### src/rtl/div4_resync_pkg.sv
package div4_resync_pkg;

  // Controller phase: waiting for a full reference window, or tracking.
  typedef enum logic {
    PH_BOOT = 1'b0,
    PH_RUN  = 1'b1
  } ctrl_phase_e;

endpackage

### src/rtl/div4_ref_sampler.sv
module div4_ref_sampler #(
  parameter int SYNC_STAGES = 2,
  parameter int SR_W        = 4
) (
  input  logic            clk_i,
  input  logic            rst_ni,
  input  logic            ref_clk_i,
  output logic [SR_W-1:0] ref_sr_o,
  output logic [SR_W-1:0] ref_next_o
);

  logic [SYNC_STAGES-1:0] sync_q, sync_d;
  logic [SR_W-1:0]        win_q,  win_d;

  // next-state: synchronizer chain, then window shift
  always_comb begin
    sync_d[0] = ref_clk_i;
    for (int i = 1; i < SYNC_STAGES; i++) begin
      sync_d[i] = sync_q[i-1];
    end
    win_d = {win_q[SR_W-2:0], sync_q[SYNC_STAGES-1]};
  end

  always_ff @(posedge clk_i or negedge rst_ni) begin
    if (!rst_ni) begin
      sync_q <= '0;
      win_q  <= '0;
    end else begin
      sync_q <= sync_d;
      win_q  <= win_d;
    end
  end

  assign ref_sr_o   = win_q;
  assign ref_next_o = win_d;

endmodule

### src/rtl/div4_twist_gen.sv
module div4_twist_gen #(
  parameter int SR_W = 4
) (
  input  logic            clk_i,
  input  logic            rst_ni,
  input  logic            load_i,
  input  logic [SR_W-1:0] load_val_i,
  output logic [SR_W-1:0] gen_sr_o,
  output logic            div_clk_o
);

  logic [SR_W-1:0] ring_q, ring_d;
  logic            clk_q,  clk_d;

  // next-state: twisted ring (new LSB is the inverse of bit 1) or reload
  always_comb begin
    if (load_i) begin
      ring_d = load_val_i;
    end else begin
      ring_d = {ring_q[SR_W-2:0], ~ring_q[1]};
    end
    clk_d = ring_q[1];
  end

  always_ff @(posedge clk_i or negedge rst_ni) begin
    if (!rst_ni) begin
      ring_q <= '0;
      clk_q  <= 1'b0;
    end else begin
      ring_q <= ring_d;
      clk_q  <= clk_d;
    end
  end

  assign gen_sr_o  = ring_q;
  assign div_clk_o = clk_q;

endmodule

### src/rtl/div4_resync_ctrl.sv
module div4_resync_ctrl
  import div4_resync_pkg::*;
#(
  parameter int SYNC_STAGES = 2,
  parameter int SR_W        = 4,
  parameter int MISS_LIMIT  = 4
) (
  input  logic            clk_i,
  input  logic            rst_ni,
  input  logic [SR_W-1:0] gen_sr_i,
  input  logic [SR_W-1:0] ref_sr_i,
  output logic            load_o,
  output logic            pulse_o
);

  localparam int FILL = SYNC_STAGES + SR_W;
  localparam int BW   = $clog2(FILL + 1);
  localparam int MW   = $clog2(MISS_LIMIT + 1);

  ctrl_phase_e   ph_q,    ph_d;
  logic [BW-1:0] boot_q,  boot_d;
  logic [MW-1:0] miss_q,  miss_d;
  logic          pulse_q, pulse_d;
  logic          mismatch, boot_done, streak_done;

  always_comb begin
    mismatch    = (ph_q == PH_RUN) && (gen_sr_i != ref_sr_i);
    boot_done   = (ph_q == PH_BOOT) && (boot_q == BW'(FILL - 1));
    streak_done = mismatch && (miss_q == MW'(MISS_LIMIT - 1));
    load_o      = boot_done || streak_done;

    boot_d = (ph_q == PH_BOOT) ? boot_q + BW'(1) : boot_q;
    ph_d   = boot_done ? PH_RUN : ph_q;

    // any matching cycle or any reload clears the streak
    if (load_o || !mismatch) begin
      miss_d = '0;
    end else begin
      miss_d = miss_q + MW'(1);
    end
    pulse_d = load_o;
  end

  always_ff @(posedge clk_i or negedge rst_ni) begin
    if (!rst_ni) begin
      ph_q    <= PH_BOOT;
      boot_q  <= '0;
      miss_q  <= '0;
      pulse_q <= 1'b0;
    end else begin
      ph_q    <= ph_d;
      boot_q  <= boot_d;
      miss_q  <= miss_d;
      pulse_q <= pulse_d;
    end
  end

  assign pulse_o = pulse_q;

  assert_single_pulse_R7: assert property (@(posedge clk_i) disable iff (!rst_ni)
    pulse_q |=> !pulse_q);

  assert_no_load_on_match_R5: assert property (@(posedge clk_i) disable iff (!rst_ni)
    ((ph_q == PH_RUN) && (gen_sr_i == ref_sr_i)) |-> !load_o);

endmodule

### src/rtl/div4_sat_counter.sv
module div4_sat_counter #(
  parameter int CNT_W = 16
) (
  input  logic             clk_i,
  input  logic             rst_ni,
  input  logic             inc_i,
  output logic [CNT_W-1:0] cnt_o
);

  localparam logic [CNT_W-1:0] CNT_MAX = '1;

  logic [CNT_W-1:0] cnt_q, cnt_d;

  always_comb begin
    cnt_d = (cnt_q == CNT_MAX) ? cnt_q : cnt_q + CNT_W'(1);
  end

  always_ff @(posedge clk_i or negedge rst_ni) begin
    if (!rst_ni) begin
      cnt_q <= '0;
    end else if (inc_i) begin
      cnt_q <= cnt_d;
    end
  end

  assign cnt_o = cnt_q;

  assert_hold_at_max_R9: assert property (@(posedge clk_i) disable iff (!rst_ni)
    (cnt_q == CNT_MAX) |=> (cnt_q == CNT_MAX));

endmodule

### src/rtl/div4_resync.sv
module div4_resync #(
  parameter int SYNC_STAGES = 2,
  parameter int SR_W        = 4,
  parameter int MISS_LIMIT  = 4,
  parameter int CNT_W       = 16
) (
  input  logic             clk_i,
  input  logic             rst_ni,
  input  logic             ref_clk_i,
  output logic             div_clk_o,
  output logic             resync_o,
  output logic [CNT_W-1:0] resync_cnt_o
);

  logic [SR_W-1:0] ref_sr, ref_next, gen_sr;
  logic            load;

  div4_ref_sampler #(
    .SYNC_STAGES(SYNC_STAGES),
    .SR_W       (SR_W)
  ) u_sampler (
    .clk_i     (clk_i),
    .rst_ni    (rst_ni),
    .ref_clk_i (ref_clk_i),
    .ref_sr_o  (ref_sr),
    .ref_next_o(ref_next)
  );

  div4_twist_gen #(
    .SR_W(SR_W)
  ) u_gen (
    .clk_i     (clk_i),
    .rst_ni    (rst_ni),
    .load_i    (load),
    .load_val_i(ref_next),
    .gen_sr_o  (gen_sr),
    .div_clk_o (div_clk_o)
  );

  div4_resync_ctrl #(
    .SYNC_STAGES(SYNC_STAGES),
    .SR_W       (SR_W),
    .MISS_LIMIT (MISS_LIMIT)
  ) u_ctrl (
    .clk_i   (clk_i),
    .rst_ni  (rst_ni),
    .gen_sr_i(gen_sr),
    .ref_sr_i(ref_sr),
    .load_o  (load),
    .pulse_o (resync_o)
  );

  div4_sat_counter #(
    .CNT_W(CNT_W)
  ) u_cnt (
    .clk_i (clk_i),
    .rst_ni(rst_ni),
    .inc_i (load),
    .cnt_o (resync_cnt_o)
  );

  // a reload leaves the two windows equal on the following cycle
  assert_aligned_after_load_R6: assert property (@(posedge clk_i) disable iff (!rst_ni)
    load |=> (gen_sr == ref_sr));

  // the count only moves together with the pulse, and by one
  assert_count_step_R8: assert property (@(posedge clk_i) disable iff (!rst_ni)
    (resync_cnt_o != $past(resync_cnt_o)) |->
      (resync_o && (resync_cnt_o == $past(resync_cnt_o) + CNT_W'(1))));

endmodule

### config.mk
export PLATFORM = sky130hd
export DESIGN_NAME = div4_resync
export DESIGN_NICKNAME = d
export VERILOG_FILES = /design/src/rtl/div4_resync_pkg.sv /design/src/rtl/div4_ref_sampler.sv /design/src/rtl/div4_twist_gen.sv /design/src/rtl/div4_resync_ctrl.sv /design/src/rtl/div4_sat_counter.sv /design/src/rtl/div4_resync.sv
export SDC_FILE = /design/constraint.sdc
export NUM_CORES = 1
export LEC_CHECK = 0
export BUFFER_PORTS_ARGS = -buffer_cell sky130_fd_sc_hd__buf_2
export CAP_MARGIN = 10
export CORE_UTILIZATION = 58
export CTS_BUF_LIST = sky130_fd_sc_hd__clkbuf_2 sky130_fd_sc_hd__clkbuf_4 sky130_fd_sc_hd__clkbuf_8
export CTS_CLUSTER_DIAMETER = 30
export DETAILED_ROUTE_END_ITERATION = 6
export PLACE_DENSITY_LB_ADDON = 0.25
export SETUP_SLACK_MARGIN = 0.5
export SYNTH_ARGS = -nofsm -noshare
export SYNTH_HDL_FRONTEND = slang
export SYNTH_SLANG_ARGS = --single-unit
### constraint.sdc
create_clock -name clk_i -period 1.9 [get_ports clk_i]
set_input_delay 0.095 -clock clk_i [delete_from_list [all_inputs] [get_ports clk_i]]
set_output_delay 0.095 -clock clk_i [all_outputs]
set_load 0.01 [all_outputs]
Word level (Yosys, flattened, before mapping). Cells that the tools add are included.

Register bits: 35. Bits in latches: 0. RAM bits: 0. Memory bits (read-only): 0. Input bits: 3. Output and inout bits: 18. Word-level logic and storage cells: 28. Memories kept: 0.

$add $sub $neg: 3. Multiply operators: 0. Divide/modulo/power cells: 0. $lt $le $gt $ge: 0. Equal/unequal tests: 4. Shift-type cells: 0. Multiplexer cells: 2. Bitwise gates (word level): 3. Reduce and logical (&&, ||, !) cells: 7.

Operators by type and width (count): adder 16 x 1 -> 16 bit (second input constant) (1); == test 16 bit (second input constant) (1); adder 3 x 1 -> 3 bit (second input constant) (2); two-way mux 4 bit (1); inequality test 4 bit (1); == test 3 x 2 -> 1 bit (second input constant) (1); == test 3 bit (second input constant) (1); logical AND 1 bit (3); two-way mux 3 bit (1); inverter 1 bit (3); logical OR 1 bit (2); AND reduction 2 bit (1); logical NOT 1 bit (1).

Depth between registers and ports, before layout.
Word-level depth: 6. Mapped depth: 8. Depth with buffers taken out: 7.

Modules after synthesis. From an unflattened synthesis, not the netlist that was laid out.

Cells, all modules: 124. Area total of the unflattened synthesis: 1541.5 um^2.

Modules (own cells, without submodules): div4_sat_counter (instances 1, cells an instance 69, area each 800.8 um^2, seq. area each 400.4 um^2); div4_resync_ctrl (instances 1, cells an instance 35, area each 392.9 um^2, seq. area each 200.2 um^2); div4_ref_sampler (instances 1, cells an instance 10, area each 180.2 um^2, seq. area each 150.1 um^2); div4_twist_gen (instances 1, cells an instance 10, area each 167.7 um^2, seq. area each 125.1 um^2).

Worst setup path after synthesis. Ideal clock, no wire load.

Path type: register to register. Start point: register u_ctrl.miss_q[0]. End point: register u_cnt.cnt_q[5] (netlist: u_cnt.cnt_o[5]). Library setup time: 128 ps. Arrival time: 1445 ps. Data required time: 1772 ps. Slack: 327 ps. Cell stages (with the launch flop): 9. Buffers on the path: 1. Clock period less this slack: 1573 ps. Cell sequence: dfrtp_1 > ha_1 > ha_1 > inv_1 > a41oi_2 > o211ai_4 > buf_6 > nor2_1 > xor2_1.

Cells in the longest elaborated chain, start to end: 4.

RTL lines: start: declaration (RTL line div4_resync_ctrl.sv:22) `logic [MW-1:0] miss_q, miss_d;`; start signal: assignment (RTL line div4_resync_ctrl.sv:53) `miss_q <= miss_d;`; == test 3 x 2 -> 1 bit (RTL line div4_resync_ctrl.sv:29) `streak_done = mismatch && (miss_q == MW'(MISS_LIMIT - 1));`; logical AND 1 bit (RTL line div4_resync_ctrl.sv:29); logical OR 1 bit (RTL line div4_resync_ctrl.sv:30) `load_o = boot_done || streak_done;`; AND reduction 2 bit (no source line); end signal: assignment (RTL line div4_sat_counter.sv:22) `cnt_q <= cnt_d;`; end: declaration (RTL line div4_sat_counter.sv:12) `logic [CNT_W-1:0] cnt_q, cnt_d;`.

Every way passes these cells. A chain may end at the register's enable or synchronous reset.

Worst setup path in the final report.
Start point: register u_sampler.win_q[3] (netlist: u_sampler.ref_sr_o[3]). End point: register u_cnt.cnt_q[9] (netlist: u_cnt.cnt_o[9]).

Cells in the longest elaborated chain, start to end: 5.

RTL lines: start: declaration (RTL line div4_ref_sampler.sv:13) `logic [SR_W-1:0] win_q, win_d;`; start signal: assignment (RTL line div4_ref_sampler.sv:30) `win_q <= win_d;`; inequality test 4 bit (RTL line div4_resync_ctrl.sv:27) `mismatch = (ph_q == PH_RUN) && (gen_sr_i != ref_sr_i);`; logical AND 1 bit (RTL line div4_resync_ctrl.sv:27); logical AND 1 bit (RTL line div4_resync_ctrl.sv:29); logical OR 1 bit (RTL line div4_resync_ctrl.sv:30); AND reduction 2 bit (no source line).

Every way passes these cells.

==> reports/metrics.cfg <==
[clock_network]
clk_pin_slew_ps = 120
clock_latency_ps = 350
cts_tree = done
clockBufferDepth = 2
numClockSinks = 35
clock-root-buffer = clkbuf_4
htree_levels = 2
cts_buffers = 5

[drt]
via_per_inst = 5.48
drc = 0
ant_nets = 0
wl_per_cell_um = 16.0
wl_um = 3030
first_pass_iters = 4
route.vias.total = 1035
drt_iter0_drc = 20

[sta]
hold_viol = 0
setup_viol = 0
setup_tns_ps = 0
period_minus_slack_ps = 1720
rsz0062_at_grt = true
fmax_ghz = 0.582
finalClockSkew_ps = 19.3
max_slew_margin_pct = 50.5
final_max_slew_viol_count = 0
finalCritPeriodShare_pct = 90.4
tightest_slew_ps = 743

[global_route]
grt_pass1_wl_um = 4720
antenna_found_initial = 0
gr-total-overflow = 0
grt_pass1_vias = 1030
grt_usage_pct = 25.6
grt_max_degree = 36

[power]
peakVddDrop_mv = 1.14
fin_total_pwr_w = 0.00246
powerDensity_nw_per_um2 = 1260
p_leak_nw = 1.00

[yosys]
ys_top_cells_by_area = dfrtp_1 (58%), xor2_1 (6.4%), xnor2_1 (5.2%), ha_1 (4.1%), mux2_2 (3.0%)
yosysTopAreaCellShare_pct = 57.9
yosys.area.top_type = dfrtp_1
synthCells = 125
synth_nets = 133
synth_seq_cells = 35
synth_most_common_cell = dfrtp_1
yosys_warnings = 0
async_flop_share_pct = 100
synth-seq-area-share_pct = 57.9
synth_cell_type_count = 22
synth-edff-count = 0
syn_area_um2 = 1510
synthFlopType = dfrtp_1
synthTopCellsByCount = dfrtp_1 (35), nor2_1 (12), xor2_1 (11)
syn_area_per_cell_um2 = 12.1

[die]
core_area_um2 = 2480
die_h_um = 53.1
num_rows = 18
die_x_um = 53.1
start_util_pct = 61.0
io_pins = 21
die_area_um2 = 2810

[placement]
routabilityCongestion = 0.746
io_buffers = 20
dp.final_hpwl_um = 1850

[finish]
final_nets = 166
fillerInstances = 141
multi_input_area_um2 = 746
utilization_pct = 79.0
syn2layout_area_growth_pct = 29.6
ff_latch_area_um2 = 877
layout-drive-gt1-share_pct = 40.9
n_antenna_cell = 0

[min_path]
hold_path.class = input port to async pin

[worst_setup_path]
cp_max_fo = 5
path_class = flop to flop
cp.required_ps = 2120
cp-end-kind = flop
crit_path_start_kind = flop
cp.arrival_ps = 1940

[flow_run]
max_cap_viol_count = 0

[run_status]
status = finished, final reports clean

## report_power, final
part	internal [W]	leakage (nW)	total [W]	switching (W)
Clock	0.000216	0.0375	0.000472	0.000256
Sequential	0.000903	0.433	0.00105	0.000146
Combinational	0.000474	0.530	0.000941	0.000466
Total	0.00159	1.00	0.00246	0.000868
## per-stage QoR
step	std cells	setup slack, ps	cell area [um2]	hold WS (ps)
3_3_place_gp	174	213	1710	192
2_1_floorplan	125	328	1580	-201
6_report	189	182	1960	331
5_1_grt	189	127	1960	374
4_1_cts	186	239	1910	368
3_5_place_dp	174	117	1710	203
## critical path: stages, from the launching register on
cell      delay [ps]
dfrtp_1          420
xnor2_2          260
a41oi_4          170
o211ai_4         330
buf_6            190
nor3_4            40
xor2_1           170
## worst paths after layout
kind / end / cells after the start / slack [ps] / startpoint
min: u_ctrl.boot_q[1] / 2 / 330 / rst_ni
max: u_cnt.cnt_o[9] / 6 / 180 / u_sampler.ref_sr_o[3]
max in group asynchronous: u_cnt.cnt_o[0] / 2 / 1040 / rst_ni
max reg2reg: u_cnt.cnt_o[9] / 6 / 180 / u_sampler.ref_sr_o[3]
min reg2reg: u_sampler.sync_q[1] / 0 / 370 / u_sampler.sync_q[0]
min in group clk_i: u_sampler.sync_q[1] / 0 / 370 / u_sampler.sync_q[0]
## layout make-up
class | instances | share of cell area [%]
sequential | 35 | 44.8
inverter | 9 | 1.85
timing repair buffer | 29 | 9.65
clock inverter | 1 | 0.383
clock buffer | 7 | 3.32
tap | 30 | 1.92
multi-input combinational | 78 | 38.1
## cell families after synthesis
group	Yosys count	synth area share (%)
DFF	35	57.9
muxes	5	3.64
xor gates and xnor gates	20	11.6
adders and majority gates	5	4.14
AOI/OAI and AO/OA	5	3.64
buffers and inverters	12	4.06
and+or+nand+nor	43	15.0
## flip-flops by register name (all words and copies together) (netlist names)
register,count
u_gen.gen_sr_o,4
u_gen.div_clk_o,1
u_sampler.sync_q,2
u_ctrl.ph_q,1
u_sampler.ref_sr_o,4
u_cnt.cnt_o,16
u_ctrl.miss_q,3
u_ctrl.pulse_o,1
u_ctrl.boot_q,3
## layer usage
metal  vias up  global-route usage, %  part of all wire [%]
li1        480                      -                     -
met1       521                   30.9                    43
met2        26                   41.1                    51
met3         8                   8.62                   3.5
met4         0                   11.8                   2.1
met5         -                      0                     0
## timing repair
item / CTS / global route
hold endpoints to repair: 36 / 0
hold buffers: 2 / 0
resized for setup: 18 / 3
buffers inserted: 2 / 3
setup endpoints to repair: 20 / 20
cloned: 0 / 0
pin swaps: 9 / 7
## cells in the final DEF, fill, tap and decap left out, types with 2 or more instances in the layout
cell            n
and4_1          4
buf_2          20
buf_4           5
clkbuf_4        5
clkbuf_8        2
dfrtp_1        34
dlygate4sd3_1   2
ha_1            2
ha_4            2
inv_1           8
mux2_2          3
nand2_1        10
nand3_1         6
nand4_1         4
nor2_1          5
nor2_4          6
nor3_4          3
o21ai_0         2
xnor2_1         4
xnor2_2         5
xor2_1         11
Note: power is estimated with default switching activity, not from simulation.
